`src/rtl/gpio_wake_pkg.sv`:
```
`timescale 1ns/1ps
package gpio_wake_pkg;
    localparam int NREG = 4;

    typedef enum logic [1:0] {
        OP_WR  = 2'd0,
        OP_SET = 2'd1,
        OP_CLR = 2'd2,
        OP_NOP = 2'd3
    } bus_op_e;

    typedef enum logic [1:0] {
        RA_DATA = 2'd0,
        RA_DIR  = 2'd1,
        RA_PULL = 2'd2,
        RA_WAKE = 2'd3
    } reg_addr_e;

    typedef enum logic [1:0] {
        ST_RUN   = 2'd0,
        ST_SLEEP = 2'd1,
        ST_WAKE  = 2'd2
    } wake_st_e;
endpackage

```
`src/rtl/gpio_wake_regs.sv`:
```
`timescale 1ns/1ps
module gpio_wake_regs
    import gpio_wake_pkg::*;
#(
    parameter int WIDTH = 8,
    parameter int BIT_W = $clog2(WIDTH)
) (
    input  logic             clk,
    input  logic             rst_n,
    input  logic             bus_en,
    input  logic [1:0]       bus_op,
    input  logic [1:0]       bus_addr,
    input  logic [BIT_W-1:0] bus_bit,
    input  logic [WIDTH-1:0] bus_wdata,
    input  logic [WIDTH-1:0] pin_level,
    output logic [WIDTH-1:0] bus_rdata,
    output logic [WIDTH-1:0] data_q,
    output logic [WIDTH-1:0] dir_q,
    output logic [WIDTH-1:0] pull_q,
    output logic [WIDTH-1:0] wsel_q
);
    logic [WIDTH-1:0] regs_q [NREG];
    logic [WIDTH-1:0] bit_mask;
    bus_op_e          op;

    assign op       = bus_op_e'(bus_op);
    assign bit_mask = {{(WIDTH-1){1'b0}}, 1'b1} << bus_bit;

    for (genvar g = 0; g < NREG; g++) begin : g_reg
        localparam logic [WIDTH-1:0] RST_VAL = (g == int'(RA_DIR)) ? '1 : '0;
        logic             hit;
        logic [WIDTH-1:0] nxt;

        assign hit = bus_en && (bus_addr == 2'(g));

        always_comb begin
            nxt = regs_q[g];
            if (hit) begin
                unique case (op)
                    OP_WR:   nxt = bus_wdata;
                    OP_SET:  nxt = regs_q[g] | bit_mask;
                    OP_CLR:  nxt = regs_q[g] & ~bit_mask;
                    OP_NOP:  nxt = regs_q[g];
                    default: nxt = regs_q[g];
                endcase
            end
        end

        always_ff @(posedge clk or negedge rst_n) begin
            if (!rst_n) regs_q[g] <= RST_VAL;
            else        regs_q[g] <= nxt;
        end
    end

    assign data_q = regs_q[RA_DATA];
    assign dir_q  = regs_q[RA_DIR];
    assign pull_q = regs_q[RA_PULL];
    assign wsel_q = regs_q[RA_WAKE];

    always_comb begin
        unique case (reg_addr_e'(bus_addr))
            RA_DATA: bus_rdata = (dir_q & pin_level) | (~dir_q & data_q);
            RA_DIR:  bus_rdata = dir_q;
            RA_PULL: bus_rdata = pull_q;
            RA_WAKE: bus_rdata = wsel_q;
            default: bus_rdata = '0;
        endcase
    end

    // a set touches only the addressed bit, and that bit ends up high
    p_set_single_bit_r3: assert property (@(posedge clk) disable iff (!rst_n)
        (bus_en && op == OP_SET) |=>
            (((regs_q[$past(bus_addr)] ^ $past(regs_q[bus_addr])) & ~$past(bit_mask)) == '0)
            && ((regs_q[$past(bus_addr)] & $past(bit_mask)) != '0));

    // a clear touches only the addressed bit, and that bit ends up low
    p_clr_single_bit_r3: assert property (@(posedge clk) disable iff (!rst_n)
        (bus_en && op == OP_CLR) |=>
            (((regs_q[$past(bus_addr)] ^ $past(regs_q[bus_addr])) & ~$past(bit_mask)) == '0)
            && ((regs_q[$past(bus_addr)] & $past(bit_mask)) == '0));

    // no-operation code leaves the addressed register unchanged
    p_nop_holds_r2: assert property (@(posedge clk) disable iff (!rst_n)
        (bus_en && op == OP_NOP) |=> regs_q[$past(bus_addr)] == $past(regs_q[bus_addr]));
endmodule

```
`src/rtl/gpio_wake_sync.sv`:
```
`timescale 1ns/1ps
module gpio_wake_sync #(
    parameter int WIDTH = 8
) (
    input  logic             clk,
    input  logic             rst_n,
    input  logic [WIDTH-1:0] pad_in,
    output logic [WIDTH-1:0] level,
    output logic [WIDTH-1:0] fall
);
    for (genvar i = 0; i < WIDTH; i++) begin : g_pin
        logic s1_q, s2_q, s3_q;
        always_ff @(posedge clk or negedge rst_n) begin
            if (!rst_n) begin
                s1_q <= 1'b0;
                s2_q <= 1'b0;
                s3_q <= 1'b0;
            end else begin
                s1_q <= pad_in[i];
                s2_q <= s1_q;
                s3_q <= s2_q;
            end
        end
        assign level[i] = s2_q;
        assign fall[i]  = s3_q & ~s2_q;
    end
endmodule

```
`src/rtl/gpio_wake_fsm.sv`:
```
`timescale 1ns/1ps
module gpio_wake_fsm
    import gpio_wake_pkg::*;
#(
    parameter int WIDTH = 8
) (
    input  logic             clk,
    input  logic             rst_n,
    input  logic             pwr_down,
    input  logic [WIDTH-1:0] fall,
    input  logic [WIDTH-1:0] armed_pins,
    output logic             wake_o
);
    wake_st_e state_q, state_d;
    logic     edge_hit;

    assign edge_hit = |(fall & armed_pins);

    always_ff @(posedge clk or negedge rst_n) begin
        if (!rst_n) state_q <= ST_RUN;
        else        state_q <= state_d;
    end

    always_comb begin
        state_d = state_q;
        unique case (state_q)
            ST_RUN:   if (pwr_down) state_d = ST_SLEEP;          // GO_SLEEP
            ST_SLEEP: if (!pwr_down) state_d = ST_RUN;           // RESUME
                      else if (edge_hit) state_d = ST_WAKE;      // EDGE_HIT
            ST_WAKE:  state_d = pwr_down ? ST_SLEEP : ST_RUN;    // REARM / WAKE_DONE
            default:  state_d = ST_RUN;
        endcase
    end

    always_comb begin
        wake_o = 1'b0;
        unique case (state_q)
            ST_WAKE:  wake_o = 1'b1;
            ST_RUN,
            ST_SLEEP: wake_o = 1'b0;
            default:  wake_o = 1'b0;
        endcase
    end

    // pulse is one cycle wide
    p_wake_single_r9: assert property (@(posedge clk) disable iff (!rst_n)
        wake_o |=> !wake_o);

    // a pulse always follows a cycle of power-down and a qualifying edge
    p_wake_needs_pd_r10: assert property (@(posedge clk) disable iff (!rst_n)
        $rose(wake_o) |-> $past(pwr_down) && $past(edge_hit));
endmodule

```
`src/rtl/gpio_wake_port.sv`:
```
`timescale 1ns/1ps
module gpio_wake_port
    import gpio_wake_pkg::*;
#(
    parameter int WIDTH = 8,
    parameter int BIT_W = $clog2(WIDTH)
) (
    input  logic             clk,
    input  logic             rst_n,
    input  logic             bus_en,
    input  logic [1:0]       bus_op,
    input  logic [1:0]       bus_addr,
    input  logic [BIT_W-1:0] bus_bit,
    input  logic [WIDTH-1:0] bus_wdata,
    output logic [WIDTH-1:0] bus_rdata,
    input  logic [WIDTH-1:0] pad_in,
    output logic [WIDTH-1:0] pad_out,
    output logic [WIDTH-1:0] pad_oe,
    output logic [WIDTH-1:0] pad_pu,
    input  logic             pwr_down,
    output logic             wake_o
);
    logic [WIDTH-1:0] level, fall;
    logic [WIDTH-1:0] data_q, dir_q, pull_q, wsel_q;

    gpio_wake_sync #(.WIDTH(WIDTH)) u_sync (
        .clk(clk), .rst_n(rst_n), .pad_in(pad_in), .level(level), .fall(fall)
    );

    gpio_wake_regs #(.WIDTH(WIDTH), .BIT_W(BIT_W)) u_regs (
        .clk(clk), .rst_n(rst_n), .bus_en(bus_en), .bus_op(bus_op),
        .bus_addr(bus_addr), .bus_bit(bus_bit), .bus_wdata(bus_wdata),
        .pin_level(level), .bus_rdata(bus_rdata),
        .data_q(data_q), .dir_q(dir_q), .pull_q(pull_q), .wsel_q(wsel_q)
    );

    gpio_wake_fsm #(.WIDTH(WIDTH)) u_fsm (
        .clk(clk), .rst_n(rst_n), .pwr_down(pwr_down), .fall(fall),
        .armed_pins(wsel_q & dir_q), .wake_o(wake_o)
    );

    assign pad_out = data_q;
    assign pad_oe  = ~dir_q;
    assign pad_pu  = pull_q & dir_q;

    // a pull-up is never enabled on a driven pin
    p_pu_inputs_only_r7: assert property (@(posedge clk) disable iff (!rst_n)
        (pad_pu & pad_oe) == '0);

    // a byte write to direction sets the enables on the next cycle
    p_oe_follows_dir_r4: assert property (@(posedge clk) disable iff (!rst_n)
        (bus_en && bus_op == 2'd0 && bus_addr == 2'd1) |=> pad_oe == ~$past(bus_wdata));

    // pad_out tracks a byte write to the data latch, whatever the direction
    p_out_latch_r6: assert property (@(posedge clk) disable iff (!rst_n)
        (bus_en && bus_op == 2'd0 && bus_addr == 2'd0) |=> pad_out == $past(bus_wdata));
endmodule

```
`config.mk`:
```
export PLATFORM = sky130hd
export DESIGN_NAME = gpio_wake_port
export DESIGN_NICKNAME = d
export VERILOG_FILES = /design/src/rtl/gpio_wake_pkg.sv /design/src/rtl/gpio_wake_regs.sv /design/src/rtl/gpio_wake_sync.sv /design/src/rtl/gpio_wake_fsm.sv /design/src/rtl/gpio_wake_port.sv
export SDC_FILE = /design/constraint.sdc
export NUM_CORES = 1
export LEC_CHECK = 0
export ABC_CLOCK_PERIOD_IN_PS = 1080
export BUFFER_PORTS_ARGS = -buffer_cell sky130_fd_sc_hd__buf_2
export CELL_PAD_IN_SITES_DETAIL_PLACEMENT = 1
export CELL_PAD_IN_SITES_GLOBAL_PLACEMENT = 1
export CORE_MARGIN = 2
export CORE_UTILIZATION = 38
export CTS_CLUSTER_DIAMETER = 50
export DETAILED_ROUTE_END_ITERATION = 10
export HOLD_SLACK_MARGIN = 0.02
export PLACE_DENSITY_LB_ADDON = 0.1
export SLEW_MARGIN = 20
export SYNTH_ARGS = -nofsm -noshare
export SYNTH_HDL_FRONTEND = slang
export SYNTH_SLANG_ARGS = --single-unit
```
`constraint.sdc`:
```
create_clock -name clk -period 1.08 [get_ports clk]
set_input_delay 0.108 -clock clk [delete_from_list [all_inputs] [get_ports clk]]
set_output_delay 0.108 -clock clk [all_outputs]
set_load 0.02 [all_outputs]
```
# After elaboration in Yosys (flattened, before gate mapping)
# Index checks and enable logic that the tools add are counted.
# op_classes
n_eq_ne,10
shifts,1
muxes,11
bitwise,33
reduce_logical,13
# ops
operator,count
8-bit case mux with 3 select lines,4
8-bit bitwise AND,9
8-bit bitwise OR,5
8-bit case mux with 4 select lines,1
8-bit NOT,2
2-bit equality test (second input constant),5
2-bit AND reduction,5
1-bit NOT,9
1-bit bitwise AND,8
8-bit OR reduction,1
1-bit by 3-bit left shift with 8-bit output (first input constant),1
2-bit by 1-bit equality test with 1-bit output (second input constant),3
2-bit logical NOT,3
2-bit two-way mux,3
2-bit case mux with 3 select lines,1
1-bit logical AND,4
3-bit by 2-bit inequality test with 1-bit output (second input constant),1
1-bit two-way mux,2
2-bit inequality test (second input constant),1
# totals
reg_bits,58
input_bits,27
output_inout_bits,33
wordCells,97

# Depth between registers and ports, before layout
# Gate-level depths: netlist of the first run.
# depth
depth_word,7
depth_mapped,7

# Hierarchy
# A second synthesis of the first run with hierarchy kept.
# hier_totals
hier_cells,243
hier_area_um2,2916.5
# by_module_without_submodules
mod,n_inst,cells_each,area_per_inst_um2
gpio_wake_regs,1,167,1881.8
gpio_wake_sync,1,40,770.7
gpio_wake_fsm,1,12,133.9
gpio_wake_port,1,24,130.1

# Worst setup path before layout of the first run
# Ideal clock, no wire load.
# synth_path
kind,input-to-reg
start,in bus_op[0]
end,reg u_regs.regs_q (netlist bit u_regs.wsel_q[3])
arrival_ns,1.177
required_ns,0.959
setup_slack_ns,-0.218
stages,6
path_buffers,1
path_cell_list,inv_1 -> ha_1 -> buf_6 -> a32oi_1 -> nor2_1 -> o22a_1
# synth_via
elab_chain_cells,3
# synth_lines
item,line,source
start: declaration,gpio_wake_port.sv:11,"input logic [1:0] bus_op,"
"parallel branches: the longest is 3 deep, another holds 8-bit case mux with 3 select lines",-,
end signal: indexed assignment,gpio_wake_regs.sv:51,else regs_q[g] <= nxt;
end: declaration,gpio_wake_regs.sv:22,logic [WIDTH-1:0] regs_q [NREG];
# Several ways; the timed one is not identified.
# A chain may end at the register's enable or synchronous reset.

# Final worst setup path of the first run
# layout_path
start,reg u_regs.regs_q (netlist bit u_regs.dir_q[5])
end,out bus_rdata[5]
# layout_via
elab_chain_cells,4
# layout_lines
item,line,source
8-bit NOT,gpio_wake_regs.sv:62,RA_DATA: bus_rdata = (dir_q & pin_level) | (~dir_q & data_q);
8-bit bitwise AND,gpio_wake_regs.sv:62,
8-bit bitwise OR,gpio_wake_regs.sv:62,
8-bit case mux with 4 select lines (*),gpio_wake_regs.sv:61,unique case (reg_addr_e'(bus_addr))
end: declaration,gpio_wake_port.sv:15,"output logic [WIDTH-1:0] bus_rdata,"
# Every way passes the cells marked *; elsewhere a longest branch is shown, timed or not.

==> out/results.txt, run 1 <==
Status = finished, violations left
Failing checks = negative setup slack
Mean area per synthesized cell = 10.4 um2
Crit path DAT = 1420 ps
Clock latency at the later pin of the worst-skew pair = 340 ps
Ys Warns = 0
Core box area = 7330 um2
Post-synthesis cell count = 278
Final GP Congestion = 0.766
Peak supply drop = 1070 uV
Number of clock sinks seen by CTS = 58
Signed area change from the synthesized netlist to the final layout = 58.3%
Total power density per cell area = 1930 nW/um2
Post-DP HPWL = 5860 um
Required time at the worst-slack endpoint = 970 ps
Max Root-Sink Buffers = 2
Routed length on met2 = 4770 um
Complex-gate fraction of the synthesized area = 21.2%
Number of storage elements in the synthesis netlist = 58
Met1 wire length = 4230 um
GRT Total Usage = 22.1%
Worst Max-Slew Pin Slew = 309 ps
Final non-filler cell total = 520
CP startpoint kind = flop
Number of fill cells in the layout = 773
Routed wl met3 = 277 um
Setup clock skew after layout = 6.90 ps
Final critical delay including setup and external delays = 1530 ps
Number of buffer cells added on primary ports = 59
Proportion of register bits with asynchronous set or reset after synthesis = 100%
Largest net degree at the start of global routing = 59
Count of antenna-violating nets left after detailed routing = 0
XOR/XNOR share of the synthesized area = 0%
Setup slack of the most critical reg-to-reg path = -290 ps
Synthesized-area fraction occupied by adder cells = 1.29%
First-pass detailed-route iteration total = 4
Share of synthesized area occupied by flip-flops and latches = 50.4%
Initial Util = 39.6%
Final design instance area without fill = 4590 um2
Fraction of layout cells with a size suffix above 1 = 54.2%
Syn Std Cell Area = 2900 um2
Synth Area in Simple Gates = 18.9%
Die outline area = 8350 um2
Final hold violation count = 0
Number of synthesized flops with an enable pin = 0
Number of top-level pins = 60
Mux cell area share after synthesis = 2.07%
Die span in x = 91.4 um
Nets in the synthesized netlist = 308
H-tree depth reported by CTS = 3
Detailed-route via count = 2693
Worst Setup Slack, final = -450 ps
Overall power after layout = 0.00886 W
Top FF cell, synth = dfrtp_1
Number of setup violations in the final report = 30
Kind of critical path = flop to primary output
Worst-case headroom to the max-slew limit = 79.4%
Main combinational cell family by area after synthesis = compound AO/OA/AOI/OAI gates
Placed Cells incl. Taps = 473
Congestion Overflow GR = 0
Routed len/inst = 18.1 um
Top metal layer carrying routed signals = met4
TritonCTS buffer count = 9
Number of distinct library cell variants in the gate-level netlist after synthesis = 44
Diodes inserted = 0
Clk Tree Root Cell = clkbuf_8
Antenna violations before repair = 0
Final cycle utilization of the critical path = 142%
Global-route wire length before repair = 14200 um
Drc violations = 0
Highest Clock Rate = 654 MHz
Unrepaired setup endpoints after global routing = true
Die height = 91.4 um
Max Transition Viols Final = 0
Vias in the first global route = 2819
Sort of element at the end of the critical path = primary output
Lkg Pwr = 2.10 nW
Routed via count divided by cell count = 5.18
Instance area after placement = 3760 um2
Number of max-cap violations = 0
Sum of routed wire length over all layers = 9420 um
Tightest Hold Check Type = input pin to flop
Row cnt = 31
Clock-pin slew of the registers on the worst-case setup and hold paths = 70 ps
Clock tree from TritonCTS = done
Number of nets at the end of the flow = 446
Worst-path fanout max = 3
Iter 0 DRT Violations = 63
state kept, by name, indices dropped and copies added, names as in the netlist:
register,count
u_sync.g_pin.s2_q,8
u_sync.g_pin.s3_q,8
u_regs.wsel_q,8
u_fsm.state_q,2
u_regs.dir_q,8
u_regs.pull_q,8
u_sync.g_pin.s1_q,8
u_regs.data_q,8
cells in the mapped netlist (2+ instances only):
master     number  area share, %
dfrtp_1        50             43
nor2_1         36            4.7
a21oi_1        20            3.5
o22a_1         19            5.7
inv_1          17            2.2
o21ai_1        16            2.8
nand2_1        10            1.3
o21a_1          9            2.3
and2_1          8            1.7
dfstp_2         8            7.2
nand4b_1        7            2.1
buf_6           6            2.3
mux2i_1         6            2.1
nor2b_1         6            1.3
o21ai_0         5           0.86
a211oi_1        4            1.0
buf_4           4            1.0
nand2b_1        4           0.86
buf_2           3           0.52
ha_1            3            1.3
nand3_1         3           0.52
a21boi_2        2           0.78
a21o_1          2           0.52
a21oi_2         2           0.60
a2bb2oi_1       2           0.60
a2bb2oi_2       2            1.0
a32oi_1         2           0.60
nand2_4         2           0.78
nand2b_4        2           0.95
nor2_4          2           0.78
nor3_1          2           0.35
nor3b_2         2           0.86
cell families (layout without fill, tap and decap cells):
group,after synthesis,in the layout
buffers and inverters,31,174
AOI/OAI and AO/OA,88,88
muxes,6,6
and+or+nand+nor,92,92
DFF,58,58
adders and majority gates,3,3
worst max-delay path, stage by stage, from the launching register on:
cell and delay, ps:
dfstp_2 580, buf_12 110, inv_6 30, nor2_4 70
a211oi_2 40, a21oi_2 110, buf_4 150
cell type report:
| type | count | area (um2) | area share (%) |
|---|---|---|---|
| repair buffers | 140 | 1200 | 26.2 |
| clock inverters | 4 | 51.3 | 1.12 |
| clock buffers | 12 | 155 | 3.38 |
| well taps | 99 | 124 | 2.70 |
| multi-input cells | 189 | 1510 | 32.8 |
| inverters | 18 | 87.6 | 1.91 |
| flip-flops and latches | 58 | 1460 | 31.8 |
worst paths after layout:
path                            cells past startpoint                            from                              to
worst max-delay path                                6     u_regs.dir_q[5]$_DFFE_PN1P_                    bus_rdata[5]
worst min-delay path                                4                    bus_wdata[1]     u_regs.dir_q[1]$_DFFE_PN1P_
worst max register to register                      6     u_regs.dir_q[1]$_DFFE_PN1P_    u_fsm.state_q[0]$_DFFE_PN0P_
worst min register to register                      0  u_sync.g_pin[6].s1_q$_DFF_PN0_  u_sync.g_pin[6].s2_q$_DFF_PN0_
max in group asynchronous                           3                           rst_n     u_regs.dir_q[4]$_DFFE_PN1P_
min in group asynchronous                           3                           rst_n  u_sync.g_pin[3].s2_q$_DFF_PN0_
power breakdown:
group / switching (W) / total, W / internal (W)
Clock: 0.000897 / 0.00209 / 0.00119
Sequential: 0.000359 / 0.00301 / 0.00265
Combinational: 0.00174 / 0.00376 / 0.00202
placed cells by master (no fill, tap or decap), types with 3 or more instances in the layout:
cell type,n
clkbuf_8,11
o21ai_1,11
inv_4,6
inv_2,3
inv_1,8
dlygate4sd3_1,10
nor2_1,29
nand4b_1,7
buf_6,41
buf_4,49
nor2b_1,6
a2bb2oi_2,3
o22a_1,19
a211oi_2,4
mux2i_1,6
buf_12,5
nand2_1,9
nor2_4,4
o21ai_2,9
nor2_2,5
buf_2,35
a21oi_2,11
a21oi_1,9
and2_4,8
dfstp_2,8
dfrtp_1,50
o21a_1,9
nand2b_1,4
nand3_1,3
per-stage QoR:
step / util, % / TNS [ps] / hold slack [ps] / setup WS, ps
floorplan: - / -284 / -188 / -73.6
detailed placement: 51.3 / -10040 / 138 / -358
global placement: 51.3 / -9000 / 133 / -312
finish: 62.6 / -8210 / 212 / -450
CTS: 59.6 / -7860 / 184 / -456
global route: 62.6 / -9890 / 221 / -548
metal layers:
metal	track usage, %	vias up
li1	-	1261
met1	28.7	1366
met2	37.7	54
met3	4.56	12
met4	5.68	0
met5	0	-
what timing repair did:
action | 4_1_cts | 5_1_grt
setup endpoints to repair | 29 | 49
buffers inserted | 8 | 18
resized for setup | 81 | 32
gates cloned | 0 | 0
endpoints found under the hold margin | 59 | 0
hold buffers | 10 | 0
pin swaps | 15 | 17
(Power assumes the default switching activity.)
==> run 2, diff against run 1 <==
CORE_MARGIN = not set   (was 2)
SKIP_LAST_GASP = 1   (was not set)
==> run 2 against run 1 <==
Net effect: the run still ends with negative setup slack left; largest power group unchanged; global-route usage grew 2.4 points; worst setup slack lost 43 ps; die area is 4.3% lower; flip-flop and latch count unchanged; power is 2.8% higher; maximum frequency shrank 2.8%; clock-buffer cell count decreased by 1; clock power rose by 9%; via count barely moved; critical endpoint unchanged.
==> out/results.txt, run 2 (synthesized netlist as in run 1, its figures left out) <==
Status = finished, violations left
Failing checks = negative setup slack
Routed wl met3 = 400 um (+44%)
Largest net degree at the start of global routing = 59 (unchanged)
Die outline area = 7990 um2 (-4.3%)
TritonCTS buffer count = 9 (unchanged)
Met1 wire length = 3890 um (-7.9%)
Signed area change from the synthesized netlist to the final layout = 59.5%
Final cycle utilization of the critical path = 146% (+4.0 points)
Sort of element at the end of the critical path = primary output
Count of antenna-violating nets left after detailed routing = 0 (unchanged)
Max Transition Viols Final = 0 (unchanged)
Clock tree from TritonCTS = done
Tightest Hold Check Type = input pin to flop
Global-route wire length before repair = 14100 um (-0.77%)
Sum of routed wire length over all layers = 9360 um (-0.63%)
Number of fill cells in the layout = 792 (+2.5%)
H-tree depth reported by CTS = 3 (unchanged)
Die span in x = 89.4 um (-2.2%)
Routed len/inst = 18.0 um (-0.43%)
Final design instance area without fill = 4630 um2 (+0.76%)
Final GP Congestion = 0.775 (+1.2%)
Clk Tree Root Cell = clkbuf_8
GRT Total Usage = 24.5% (+2.4 points)
CP startpoint kind = flop
Setup clock skew after layout = 6.16 ps (-0.738 ps)
Overall power after layout = 0.00911 W (+2.8%)
Final hold violation count = 0 (unchanged)
Required time at the worst-slack endpoint = 970 ps (about the same)
Antenna violations before repair = 0 (unchanged)
Post-DP HPWL = 6060 um (+3.5%)
Clock latency at the later pin of the worst-skew pair = 340 ps (about the same)
Congestion Overflow GR = 0 (unchanged)
Crit path DAT = 1460 ps (+40 ps)
Instance area after placement = 3780 um2 (+0.47%)
Most frequent standard cell in the layout excluding fill and tap cells = dfrtp_1
Peak supply drop = 832 uV (-22%)
Detailed-route via count = 2692 (-0.037%)
Max Root-Sink Buffers = 2 (unchanged)
Unrepaired setup endpoints after global routing = true
Worst Max-Slew Pin Slew = 316 ps (+6.81 ps)
Worst-path fanout max = 3 (unchanged)
Die height = 89.4 um (-2.2%)
Number of top-level pins = 60 (unchanged)
Number of setup violations in the final report = 31 (+3.3%)
Number of buffer cells added on primary ports = 59 (unchanged)
Number of clock sinks seen by CTS = 58 (unchanged)
Multi-input logic area = 1510 um2 (-0.17%)
Drc violations = 0 (unchanged)
First-pass detailed-route iteration total = 4 (unchanged)
Iter 0 DRT Violations = 83 (+32%)
Diodes inserted = 0 (unchanged)
Kind of critical path = flop to primary output
Setup total negative slack = -8710 ps (-497 ps)
Routed length on met2 = 4780 um (+0.29%)
Routed via count divided by cell count = 5.19 (+0.16%)
Worst-case headroom to the max-slew limit = 79.0% (-0.45 points)
Clock-pin slew of the registers on the worst-case setup and hold paths = 60 ps (about the same)
Number of max-cap violations = 0 (unchanged)
Fraction of layout cells with a size suffix above 1 = 54.8% (+0.61 points)
Fin Hold WS = 191 ps (-21.5 ps)
Core box area = 7330 um2 (unchanged)
Vias in the first global route = 2817 (-0.071%)
Final critical delay including setup and external delays = 1570 ps (+43.3 ps)
Total power density per cell area = 1970 nW/um2 (+2.0%)
Row cnt = 31 (unchanged)
Sequential cell area = 1460 um2 (unchanged)
Worst Setup Slack, final = -493 ps (-43.3 ps)
Lkg Pwr = 2.11 nW (+0.70%)
Top metal layer carrying routed signals = met4
Worst setup slack before clock tree synthesis = -352 ps (+6.31 ps)
Number of nets at the end of the flow = 446 (unchanged)
Initial Util = 39.6% (unchanged)
Highest Clock Rate = 636 MHz (-2.8%)
Commonest non-fill, non-tap cells in the layout = dfrtp_1 (50), buf_4 (49), buf_6 (39)
==> run 2: what timing repair did <==
action,in CTS,in global routing
gates resized for setup,76,34
setup endpoints to repair,28,45
hold buffers,10,0
setup buffers,10,14
cloned,0,1
pin swaps,13,7
endpoints found under the hold margin,59,0
==> run 2: per-layer routing <==
layer / GRT usage, % / up-vias
met1: 29.0 / 1341
met3: 5.63 / 24
met2: 42.0 / 67
met5: 0 / -
met4: 12.4 / 0
li1: - / 1260
==> run 2: where the power goes <==
part           internal, W  switching (W)
combinational      0.00207        0.00175
sequential         0.00265       0.000360
clock              0.00141       0.000869
total              0.00614        0.00297
==> run 2: final cells by class <==
| cell class | count | share of cell area (%) |
|---|---|---|
| tap | 99 | 2.68 |
| clock buffer | 11 | 3.27 |
| inverter | 18 | 2.00 |
| clock inverter | 4 | 1.62 |
| sequential | 58 | 31.6 |
| multi-input combinational | 190 | 32.5 |
| timing repair buffer | 139 | 26.3 |
==> run 2: worst paths after layout <==
kind                       depth (start not counted)                        endpoint                           start  slack, ps
min in group asynchronous                          3  u_sync.g_pin[3].s2_q$_DFF_PN0_                           rst_n        310
setup / recovery                                   6                    bus_rdata[5]     u_regs.dir_q[5]$_DFFE_PN1P_       -490
setup reg to reg                                   6    u_fsm.state_q[0]$_DFFE_PN0P_     u_regs.dir_q[1]$_DFFE_PN1P_       -310
hold reg to reg                                    0  u_sync.g_pin[2].s2_q$_DFF_PN0_  u_sync.g_pin[2].s1_q$_DFF_PN0_        350
max in group asynchronous                          3     u_regs.dir_q[4]$_DFFE_PN1P_                           rst_n        460
hold / removal                                     4    u_regs.data_q[7]$_DFFE_PN0P_                          bus_en        190
==> run 2: metrics by stage <==
stage | util, % | std cells
5_1_grt | 63.1 | 519
6_report | 63.1 | 519
4_1_cts | 60.1 | 507
3_3_place_gp | 51.5 | 472
3_5_place_dp | 51.5 | 472
2_1_floorplan | - | 278
==> run 2: critical path, cell delays in order (launching register included) <==
cell	delay, ps
dfstp_2	570
buf_12	120
inv_6	30
nor2_4	70
a211oi_2	50
a21oi_2	140
buf_6	140
==> run 3, diff against run 2 <==
CORE_MARGIN = 8   (was not set)
==> run 3 against run 2 <==
Net effect: the flow still finishes with violations (negative setup slack); critical path depth stayed put; power is 5.4% lower; clock power is 9.2% lower; clock-buffer cell count is 1 higher; combinational power is 6.8% lower; hold slack worse by 54 ps; non-clock buffer count is 2 lower; critical endpoint is now bus_rdata[0]; highest routed layer unchanged.
==> out/results.txt, run 3 (synthesized netlist as in run 1, its figures left out) <==
Status = finished, violations left
Failing checks = negative setup slack
Worst Setup Slack, final = -456 ps (+36.8 ps)
GRT Total Usage = 18.4% (-6.1 points)
Sw Ratio = 33.7% (+1.1 points)
Number of clock sinks seen by CTS = 58 (unchanged)
Most frequent standard cell in the layout excluding fill and tap cells = buf_4
Slowest-stage cell, CP = dfstp_2
Routed via count divided by cell count = 5.04 (-2.8%)
Worst Max-Slew Pin Slew = 361 ps (+45.1 ps)
Drc violations = 0 (unchanged)
Tightest Hold Check Type = input pin to flop
Antenna violations before repair = 0 (unchanged)
Combined buffer and inverter count along the critical path = 3 (unchanged)
CP startpoint kind = flop
Final hold violation count = 0 (unchanged)
Number of setup violations in the final report = 36 (+16%)
Number of buffer cells added on primary ports = 59 (unchanged)
Clk Tree Root Cell = clkbuf_8
Clock tree from TritonCTS = done
Share of power burned in the clock network = 24.0% (-1.0 points)
Worst-path fanout max = 3 (unchanged)
First-pass detailed-route iteration total = 4 (unchanged)
Switching power of the nets = 0.00291 W (-2.2%)
Sort of element at the end of the critical path = primary output
Instance area after placement = 3770 um2 (-0.23%)
Iter 0 DRT Violations = 44 (-47%)
Number of max-cap violations = 0 (unchanged)
Final GP Congestion = 0.774 (-0.12%)
Lkg Pwr = 2.06 nW (-2.5%)
Required time at the worst-slack endpoint = 970 ps (about the same)
Vias in the first global route = 3002 (+6.6%)
H-tree depth reported by CTS = 3 (unchanged)
TritonCTS buffer count = 9 (unchanged)
Portion of total power attributed to sequential cells = 34.7% (+1.6 points)
Final cycle utilization of the critical path = 142% (-3.4 points)
Sum of routed wire length over all layers = 9070 um (-3.2%)
Crit path DAT = 1430 ps (-30 ps)
Initial Util = 38.3% (-1.2 points)
Count of antenna-violating nets left after detailed routing = 0 (unchanged)
Worst path top cell family by delay = flip-flops
Max Root-Sink Buffers = 2 (unchanged)
Commonest non-fill, non-tap cells in the layout = buf_4 (57), dfrtp_1 (50), buf_6 (34)
Clock-pin slew of the registers on the worst-case setup and hold paths = 70 ps (about the same)
Total power density per cell area = 1910 nW/um2 (-3.0%)
Worst-case headroom to the max-slew limit = 75.8% (-3.2 points)
Number of top-level pins = 60 (unchanged)
Number of nets at the end of the flow = 443 (-0.67%)
Clock latency at the later pin of the worst-skew pair = 340 ps (about the same)
Core box area = 7570 um2 (+3.2%)
Final standard cell utilization of the core = 59.7% (-3.4 points)
Setup clock skew after layout = 9.03 ps (+2.87 ps)
Final critical delay including setup and external delays = 1540 ps (-36.8 ps)
Cell occurring most often along the worst timing path = buf_6
Final design instance area without fill = 4520 um2 (-2.4%)
Diodes inserted = 0 (unchanged)
Post-DP HPWL = 6330 um (+4.5%)
Die outline area = 10700 um2 (+34%)
Kind of critical path = flop to primary output
Peak supply drop = 914 uV (+9.8%)
Int Power = 0.00571 W (-6.9%)
Highest Clock Rate = 651 MHz (+2.4%)
Die height = 103 um (+16%)
Congestion Overflow GR = 0 (unchanged)
CP Cell Sequence = buf_6 -> inv_4 -> nor2_4 -> a211oi_2 -> a21oi_2 -> buf_6
Fraction of layout cells with a size suffix above 1 = 54.1% (-0.69 points)
Global-route wire length before repair = 14900 um (+5.5%)
Die span in x = 103 um (+16%)
Largest net degree at the start of global routing = 59 (unchanged)
Row cnt = 32 (+3.2%)
Detailed-route via count = 2622 (-2.6%)
Max Transition Viols Final = 0 (unchanged)
Share of power burned in combinational logic = 41.2% (-0.7 points)
Unrepaired setup endpoints after global routing = true
Signed area change from the synthesized netlist to the final layout = 55.7%
Routed len/inst = 17.4 um (-3.3%)
Slowest cell delay on critical path = 550 ps (-20 ps)
run 3: changes by cell type in the layout (fill, tap and decap cells not counted), moves of 2 or more:
cell	before	now
nor2b_1	4	6
nor2_1	30	28
nor2b_4	3	1
buf_12	7	3
inv_6	2	0
buf_4	49	57
buf_6	39	34
run 3: worst min-delay path, delay by kind of cell:
family / cells / cell delay [ps]
buffers and inverters: 1 / 100
AND/OR/NAND/NOR: 2 / 220
run 3: per-stage QoR:
step | setup TNS (ps) | hold slack (ps) | worst slack (ps) | instances | total power (W)
global placement | -8810 | 136 | -301 | 480 | 0.00562
detailed placement | -10420 | 140 | -349 | 480 | 0.00570
global route | -10070 | 144 | -522 | 520 | 0.00910
finish | -7970 | 137 | -456 | 520 | 0.00862
CTS | -7920 | 93.0 | -452 | 509 | 0.00840
floorplan | -284 | -188 | -73.6 | 278 | 0.00451
run 3: power groups by stage:
| stage | Clock, W | Sequential, W | Combinational (W) |
|---|---|---|---|
| final | 0.00207 | 0.00300 | 0.00356 |
| after global routing | 0.00222 | 0.00305 | 0.00383 |
| after CTS | 0.00211 | 0.00299 | 0.00330 |
| after detailed placement | 0 | 0.00300 | 0.00270 |
| after global placement | 0 | 0.00299 | 0.00263 |
| after floorplan | 0 | 0.00306 | 0.00145 |
run 3: final timing paths:
kind                            slack, ps  depth (start not counted)                            from                              to
worst min-delay path                  140                          3                        pwr_down    u_fsm.state_q[1]$_DFFE_PN0P_
worst max-delay path                 -460                          6     u_regs.dir_q[0]$_DFFE_PN1P_                    bus_rdata[0]
worst min register to register        350                          0  u_sync.g_pin[5].s1_q$_DFF_PN0_  u_sync.g_pin[5].s2_q$_DFF_PN0_
min in group asynchronous             300                          3                           rst_n  u_sync.g_pin[3].s3_q$_DFF_PN0_
worst max register to register       -300                          5     u_regs.dir_q[4]$_DFFE_PN1P_    u_fsm.state_q[0]$_DFFE_PN0P_
max in group asynchronous             460                          3                           rst_n     u_regs.dir_q[4]$_DFFE_PN1P_
run 3: area by class of cell:
type | count | area (um2)
clock buffers | 12 | 155
flip-flops and latches | 58 | 1460
multi-input cells | 189 | 1500
fillers | 827 | 3050
well taps | 102 | 128
inverters | 18 | 85.1
clock inverters | 4 | 50.0
repair buffers | 137 | 1140
run 3: timing repair:
| action | CTS | global route |
|---|---|---|
| endpoints found under the setup margin | 29 | 41 |
| endpoints found under the hold margin | 59 | 0 |
| gates resized for setup | 77 | 30 |
| hold buffers | 10 | 0 |
| pin swaps | 11 | 13 |
| buffers inserted | 3 | 15 |
| cloned | 0 | 0 |
run 3: metal layers:
layer | vias up | share of wire (%) | GRT usage (%)
met5 | - | 0 | 0
met4 | 0 | 1.4 | 7.23
met3 | 11 | 4.4 | 4.08
met2 | 47 | 49 | 30.2
met1 | 1313 | 45 | 22.9
li1 | 1251 | - | -
